## config.mk

```make
export PLATFORM = sky130hd
export DESIGN_NAME = ltc_timer
export DESIGN_NICKNAME = d
export VERILOG_FILES = /design/src/rtl/ltc_pkg.sv /design/src/rtl/ltc_reset_sync.sv /design/src/rtl/ltc_tick_gen.sv /design/src/rtl/ltc_count_core.sv /design/src/rtl/ltc_regs.sv /design/src/rtl/ltc_timer.sv
export SDC_FILE = /design/constraint.sdc
export NUM_CORES = 1
export LEC_CHECK = 0
export BUFFER_PORTS_ARGS = -buffer_cell sky130_fd_sc_hd__buf_2
export CAP_MARGIN = 5
export CORE_AREA = 8 8 110 112
export DETAILED_ROUTE_END_ITERATION = 8
export DIE_AREA = 0 0 118 120
export PLACE_DENSITY = 0.7
export SYNTH_ARGS = -nofsm -noshare
export SYNTH_HDL_FRONTEND = slang
export SYNTH_SLANG_ARGS = --single-unit
export TNS_END_PERCENT = 10
```

## constraint.sdc

```tcl
create_clock -name clk -period 2.2 [get_ports clk]
set_input_delay 0.22 -clock clk [delete_from_list [all_inputs] [get_ports clk]]
set_output_delay 0.22 -clock clk [all_outputs]
set_load 0.03 [all_outputs]
```

## src/rtl/ltc_pkg.sv

```systemverilog
package ltc_pkg;
  localparam int LTC_SHIFT = 10;
  localparam int LTC_DW    = 32;

  typedef enum logic [1:0] {
    REG_LIMIT    = 2'd0,
    REG_COUNT    = 2'd1,
    REG_LIMIT_NC = 2'd2,
    REG_RUNCTL   = 2'd3
  } ltc_reg_e;
endpackage

```

## src/rtl/ltc_reset_sync.sv

```systemverilog
module ltc_reset_sync (
  input  logic clk,
  input  logic rst_n,
  output logic rst_sync_n
);
  logic [1:0] sync_q;

  always_ff @(posedge clk or negedge rst_n) begin
    if (!rst_n) sync_q <= 2'b00;
    else        sync_q <= {sync_q[0], 1'b1};
  end

  assign rst_sync_n = sync_q[1];
endmodule

```

## src/rtl/ltc_tick_gen.sv

```systemverilog
module ltc_tick_gen #(
  parameter int CLK_PER_US = 100
) (
  input  logic clk,
  input  logic rst_n,
  input  logic restart,
  input  logic run,
  output logic tick
);
  localparam int PRE_W = (CLK_PER_US > 1) ? $clog2(CLK_PER_US) : 1;
  localparam logic [PRE_W-1:0] PRE_END = PRE_W'(CLK_PER_US - 1);

  logic [PRE_W-1:0] pre_q, pre_d;
  logic             at_end;

  assign at_end = (pre_q == PRE_END);
  assign tick   = run && at_end;

  always_comb begin
    pre_d = pre_q;
    if (restart)     pre_d = '0;
    else if (run)    pre_d = at_end ? '0 : pre_q + PRE_W'(1);
  end

  always_ff @(posedge clk or negedge rst_n) begin
    if (!rst_n) pre_q <= '0;
    else        pre_q <= pre_d;
  end
endmodule

```

## src/rtl/ltc_count_core.sv

```systemverilog
module ltc_count_core #(
  parameter int VAL_W = 21
) (
  input  logic             clk,
  input  logic             rst_n,
  input  logic             tick,
  input  logic             lim_wr,
  input  logic             lim_nc_wr,
  input  logic             ack,
  input  logic [VAL_W-1:0] wr_val,
  output logic [VAL_W-1:0] count,
  output logic [VAL_W-1:0] limit,
  output logic             irq,
  output logic             hit
);
  logic [VAL_W-1:0] cnt_q, cnt_d, lim_q, lim_d, cnt_inc;
  logic             irq_q, irq_d;

  assign cnt_inc = cnt_q + VAL_W'(1);
  assign hit     = tick && (lim_q != '0) && (cnt_inc == lim_q);

  always_comb begin
    cnt_d = cnt_q;
    if (lim_wr)          cnt_d = VAL_W'(1);
    else if (tick) begin
      if (hit || cnt_inc == '0) cnt_d = VAL_W'(1);
      else                      cnt_d = cnt_inc;
    end
  end

  always_comb begin
    lim_d = lim_q;
    if (lim_wr || lim_nc_wr) lim_d = wr_val;
  end

  always_comb begin
    irq_d = irq_q;
    if (lim_wr)     irq_d = 1'b0;
    else if (hit)   irq_d = 1'b1;
    else if (ack)   irq_d = 1'b0;
  end

  always_ff @(posedge clk or negedge rst_n) begin
    if (!rst_n) begin
      cnt_q <= VAL_W'(1);
      lim_q <= '0;
      irq_q <= 1'b0;
    end else begin
      cnt_q <= cnt_d;
      lim_q <= lim_d;
      irq_q <= irq_d;
    end
  end

  assign count = cnt_q;
  assign limit = lim_q;
  assign irq   = irq_q;
endmodule

```

## src/rtl/ltc_regs.sv

```systemverilog
module ltc_regs #(
  parameter int VAL_W   = 21,
  parameter bit PER_CPU = 1'b1
) (
  input  logic             clk,
  input  logic             rst_n,
  input  logic             wr_en,
  input  logic             rd_en,
  input  logic [1:0]       addr,
  input  logic [31:0]      wdata,
  input  logic [VAL_W-1:0] count,
  input  logic [VAL_W-1:0] limit,
  input  logic             irq,
  output logic             lim_wr,
  output logic             lim_nc_wr,
  output logic             ack,
  output logic [VAL_W-1:0] wr_val,
  output logic             stop,
  output logic [31:0]      rdata
);
  import ltc_pkg::*;

  localparam logic [31:0] FIELD_MASK = ((32'h1 << VAL_W) - 32'h1) << LTC_SHIFT;
  localparam logic [31:0] USED_MASK  = FIELD_MASK | (PER_CPU ? 32'h1 : 32'h0);

  ltc_reg_e sel;
  logic [30:0] lim_sh, cnt_sh;
  logic        unused_wdata;

  assign sel          = ltc_reg_e'(addr);
  assign lim_wr       = wr_en && (sel == REG_LIMIT);
  assign lim_nc_wr    = wr_en && (sel == REG_LIMIT_NC);
  assign ack          = rd_en && (sel == REG_LIMIT);
  assign wr_val       = wdata[LTC_SHIFT +: VAL_W];
  assign unused_wdata = ^(wdata & ~USED_MASK);

  generate
    if (PER_CPU) begin : g_runctl
      logic stop_q, stop_d;
      always_comb begin
        stop_d = stop_q;
        if (wr_en && sel == REG_RUNCTL) stop_d = wdata[0];
      end
      always_ff @(posedge clk or negedge rst_n) begin
        if (!rst_n) stop_q <= 1'b0;
        else        stop_q <= stop_d;
      end
      assign stop = stop_q;
    end else begin : g_no_runctl
      assign stop = 1'b0;
    end
  endgenerate

  assign lim_sh = 31'(limit) << LTC_SHIFT;
  assign cnt_sh = 31'(count) << LTC_SHIFT;

  always_comb begin
    unique case (sel)
      REG_LIMIT, REG_LIMIT_NC: rdata = {irq, lim_sh};
      REG_COUNT:               rdata = {1'b0, cnt_sh};
      default:                 rdata = {31'b0, stop};
    endcase
  end
endmodule

```

## src/rtl/ltc_timer.sv

```systemverilog
module ltc_timer #(
  parameter int CLK_PER_US = 100,
  parameter int VAL_W      = 21,
  parameter bit PER_CPU    = 1'b1
) (
  input  logic        clk,
  input  logic        rst_n,
  input  logic        wr_en,
  input  logic        rd_en,
  input  logic [1:0]  addr,
  input  logic [31:0] wdata,
  output logic [31:0] rdata,
  output logic        irq
);
  logic             rst_sync_n;
  logic             tick, hit, stop, lim_wr, lim_nc_wr, ack;
  logic [VAL_W-1:0] count, limit, wr_val;

  ltc_reset_sync u_rst (
    .clk(clk), .rst_n(rst_n), .rst_sync_n(rst_sync_n)
  );

  ltc_tick_gen #(.CLK_PER_US(CLK_PER_US)) u_tick (
    .clk(clk), .rst_n(rst_sync_n), .restart(lim_wr), .run(!stop), .tick(tick)
  );

  ltc_count_core #(.VAL_W(VAL_W)) u_core (
    .clk(clk), .rst_n(rst_sync_n), .tick(tick), .lim_wr(lim_wr),
    .lim_nc_wr(lim_nc_wr), .ack(ack), .wr_val(wr_val), .count(count),
    .limit(limit), .irq(irq), .hit(hit)
  );

  ltc_regs #(.VAL_W(VAL_W), .PER_CPU(PER_CPU)) u_regs (
    .clk(clk), .rst_n(rst_sync_n), .wr_en(wr_en), .rd_en(rd_en), .addr(addr),
    .wdata(wdata), .count(count), .limit(limit), .irq(irq), .lim_wr(lim_wr),
    .lim_nc_wr(lim_nc_wr), .ack(ack), .wr_val(wr_val), .stop(stop),
    .rdata(rdata)
  );
endmodule

```

==> impl_metrics.json <==
{
  "drt_iter0_markers": 306,
  "cts_buffers": 5,
  "crit_path_top_delay_cell": "dfrtp_1",
  "antennaDiodeCount": 0,
  "ys_ff_latch": 53,
  "netlist_area_um2": 3900,
  "grt-ovfl-total": 0,
  "synthDistinctLibCells": 64,
  "synth_ff_type": "dfrtp_1",
  "final_nets": 680,
  "start_util_pct": 37.2,
  "synth-simple-area-share_pct": 29.7,
  "routed_wl_um": 12700,
  "cp-start-kind": "flop",
  "synth_top_family_by_area": "simple AND/OR/NAND/NOR gates",
  "die_w_um": 118,
  "muxShareOfSynthArea_pct": 0.288,
  "fin_crit_sh_pct": 131,
  "cap_violations": 0,
  "grt_start_max_net_pins": 52,
  "cp_slowest_stage_delay_ns": 0.46,
  "synth_edf_count": 0,
  "avgSynthCellArea_um2": 7.79,
  "critPathKind": "flop to flop",
  "synthAdderAreaFrac_pct": 0.897,
  "dp.cells": 768,
  "power_density_nw_per_um2": 810,
  "fmax_mhz": 347,
  "routabilityCongestion": 0.939,
  "coreArea_um2": 10500,
  "clkSinkCount": 53,
  "vias_per_cell": 5.39,
  "synthCells": 501,
  "grt_pass1_wl_um": 21000,
  "crit_top_cell": "buf_4",
  "grt_antenna_before_repair": 0,
  "wl_per_cell_um": 16.3,
  "cts-root-buf": "clkbuf_8",
  "min_from": "wdata[11]",
  "rows": 38,
  "ios": 71,
  "hold_end": "u_core.limit[1]",
  "peakVddDrop_mv": 0.396,
  "track_usage_pct": 17.9,
  "areaGrowthSynthToFinish_pct": 36.6,
  "setup.reg_to_reg.worst_slack_ns": -0.68,
  "outcome": "complete, but fails checks",
  "cts_htree_levels": 2,
  "ys_seq_area_share_pct": 34.0,
  "clk_pin_slew_worst_paths_ns": 0.11,
  "final_cells": 781,
  "crit_chain": "nand3_1 -> buf_4 -> nor4_1 -> buf_4 -> a21oi_1 -> a21oi_1 -> o2111ai_2 -> nor4_4 -> buf_4 -> nor3_2 -> buf_4 -> a31o_4",
  "cts_buffer_depth": 2,
  "grt_pass1_vias": 4265,
  "die_y_um": 120,
  "dr.pass1.iters": 5,
  "port_buffers": 51,
  "slew_viol_final": 0,
  "drive_gt1_share_pct": 34.5,
  "cts_tree": "built",
  "rr_endpoint": "u_core.count[1]",
  "layout_common_cells": "115 x buf_4, 72 x nand2_1, 51 x buf_2, 50 x o21ai_0, 50 x dfrtp_1",
  "drc": 0,
  "p_leak_nw": 2.44,
  "rsz0062_at_grt": "yes",
  "r2r_start": "u_core.count[10]",
  "cp_max_fo": 6,
  "hold_path.class": "input pin to flop",
  "synth_compound_area_share_pct": 19.6,
  "dieArea_um2": 14200,
  "fill_cells": 1001,
  "worst-r2r-cell-count": 12,
  "hpwl_um": 9910,
  "yosysWarnings": 0,
  "tightest_slew_ns": 0.691,
  "endpoint_kind": "flop",
  "ys_async_sr_fraction_pct": 100,
  "violations": "setup timing",
  "required_ns": 2.43,
  "pre_cts_slack_ns": -0.739,
  "synth_xor_xnor_area_share_pct": 6.96,
  "final_common_cell": "buf_4",
  "cp.arrival_ns": 3.11,
  "hold_depth": 3,
  "vias": 4209,
  "fin_crit_ns": 2.88,
  "clk_latency_ns": 0.33,
  "hold_viol": 0,
  "drtAntennaViolNets": 0,
  "finClkSkew_ns": 0.00877,
  "max_slew_margin_pct": 54.0,
  "setup_viol": 22,
  "layout_setup_ws_ns": -0.682
}
==> flip-flops by register name (all words and copies together), names as in the netlist <==
| name | count |
|---|---|
| u_core.limit | 21 |
| u_tick.pre_q | 7 |
| u_core.irq | 1 |
| u_core.count | 21 |
| u_rst.sync_q | 2 |
| u_regs.stop | 1 |
==> worst max path at each step <==
stage,from,to,depth (start not counted)
final,u_core.count[10],u_core.count[1],12
after floorplan,u_core.count[0],u_core.count[19],11
after global placement,u_core.count[0],u_core.count[14],10
after global routing,u_core.count[0],u_core.count[1],10
after CTS,u_core.count[0],u_core.count[1],10
after detailed placement,u_core.count[0],u_core.count[4],11
==> cell type report <==
cell class | instances | area [µm²] | share of cell area (%)
Multi-Input combinational cell | 384 | 2440 | 45.7
Clock inverter | 3 | 46.3 | 0.868
Timing Repair Buffer | 172 | 1180 | 22.2
Sequential cell | 53 | 1330 | 24.9
Inverter | 24 | 90.1 | 1.69
Tap cell | 140 | 175 | 3.28
Clock buffer | 5 | 68.8 | 1.29
==> cell usage after synthesis, types with 2 or more instances <==
cell	instances	area share, %
nand2_1	72	6.9
o21ai_0	55	7.1
dfrtp_1	52	33
nand3_1	31	4.0
clkbuf_1	27	2.6
nor2_1	26	2.5
inv_1	24	2.3
xor2_1	18	4.0
a21oi_1	14	1.8
nor3_1	14	1.8
a21o_1	13	2.5
xnor2_1	13	2.9
nor4_1	12	1.9
or4_1	11	2.1
buf_2	10	1.3
buf_4	10	1.9
nand4_1	10	1.6
a211o_1	5	1.1
or3_1	5	0.80
a31o_1	4	0.90
and2_1	4	0.64
and3_1	4	0.64
nand2b_1	4	0.64
nor2b_1	4	0.64
o2111ai_1	4	0.90
o211ai_1	4	0.77
or2_2	4	0.64
nand4b_1	3	0.67
a2111o_1	2	0.58
a211oi_1	2	0.38
conb_1	2	0.19
ha_1	2	0.64
nor3_2	2	0.51
nor3b_1	2	0.38
nor4_4	2	1.1
o22ai_1	2	0.32
==> critical path, delay by kind of cell (launching register included) <==
family                 cells  cell delay [ns]
and+or+nand+nor            4             0.95
buffers and inverters      4             0.79
AOI/OAI and AO/OA          4             0.57
DFF                        1             0.46
==> report_power, final <==
group	internal (W)	total, W	switching, W
Sequential	0.00111	0.00124	0.000133
Clock	0.000341	0.000697	0.000356
Combinational	0.00113	0.00238	0.00125
==> routing by layer <==
| layer | up-vias | routed length, µm | GRT usage, % |
|---|---|---|---|
| li1 | 2026 | - | - |
| met1 | 2020 | 5450 | 21.5 |
| met2 | 144 | 6300 | 31.8 |
| met3 | 19 | 710 | 2.58 |
| met4 | 0 | 254 | 6.57 |
| met5 | - | 0 | 0 |
==> metrics by stage <==
stage	utilization (%)	total power, W	hold WS [ns]	instance area (µm²)	setup TNS (ns)
finish	50.8	0.00432	0.0912	5330	-13.81
floorplan	-	0.00253	-0.0756	4000	-13.32
global route	50.8	0.00458	0.0985	5330	-15.57
CTS	49.8	0.00422	0.0865	5240	-14.26
global placement	48.1	0.00344	0.00445	5060	-13.61
detailed placement	48.1	0.00349	0.00691	5060	-14.74
==> repair_timing <==
item                                    CTS  global route
endpoints found under the setup margin   22            22
resized for setup                         8            22
hold buffers                              1             0
pin swaps                                 5            12
cloned                                    1             0
endpoints found under the hold margin     2             0
buffers inserted                          1             2
==> cell families (layout without fill, tap and decap cells) <==
group	after synthesis	in the layout
and+or+nand+nor	220	220
xor gates and xnor gates	31	31
AOI/OAI and AO/OA	119	119
buffers and inverters	72	204
muxes	1	1
DFF	53	53
other	2	10
adders and majority gates	3	3
Note: power is estimated with default switching activity, not from simulation.
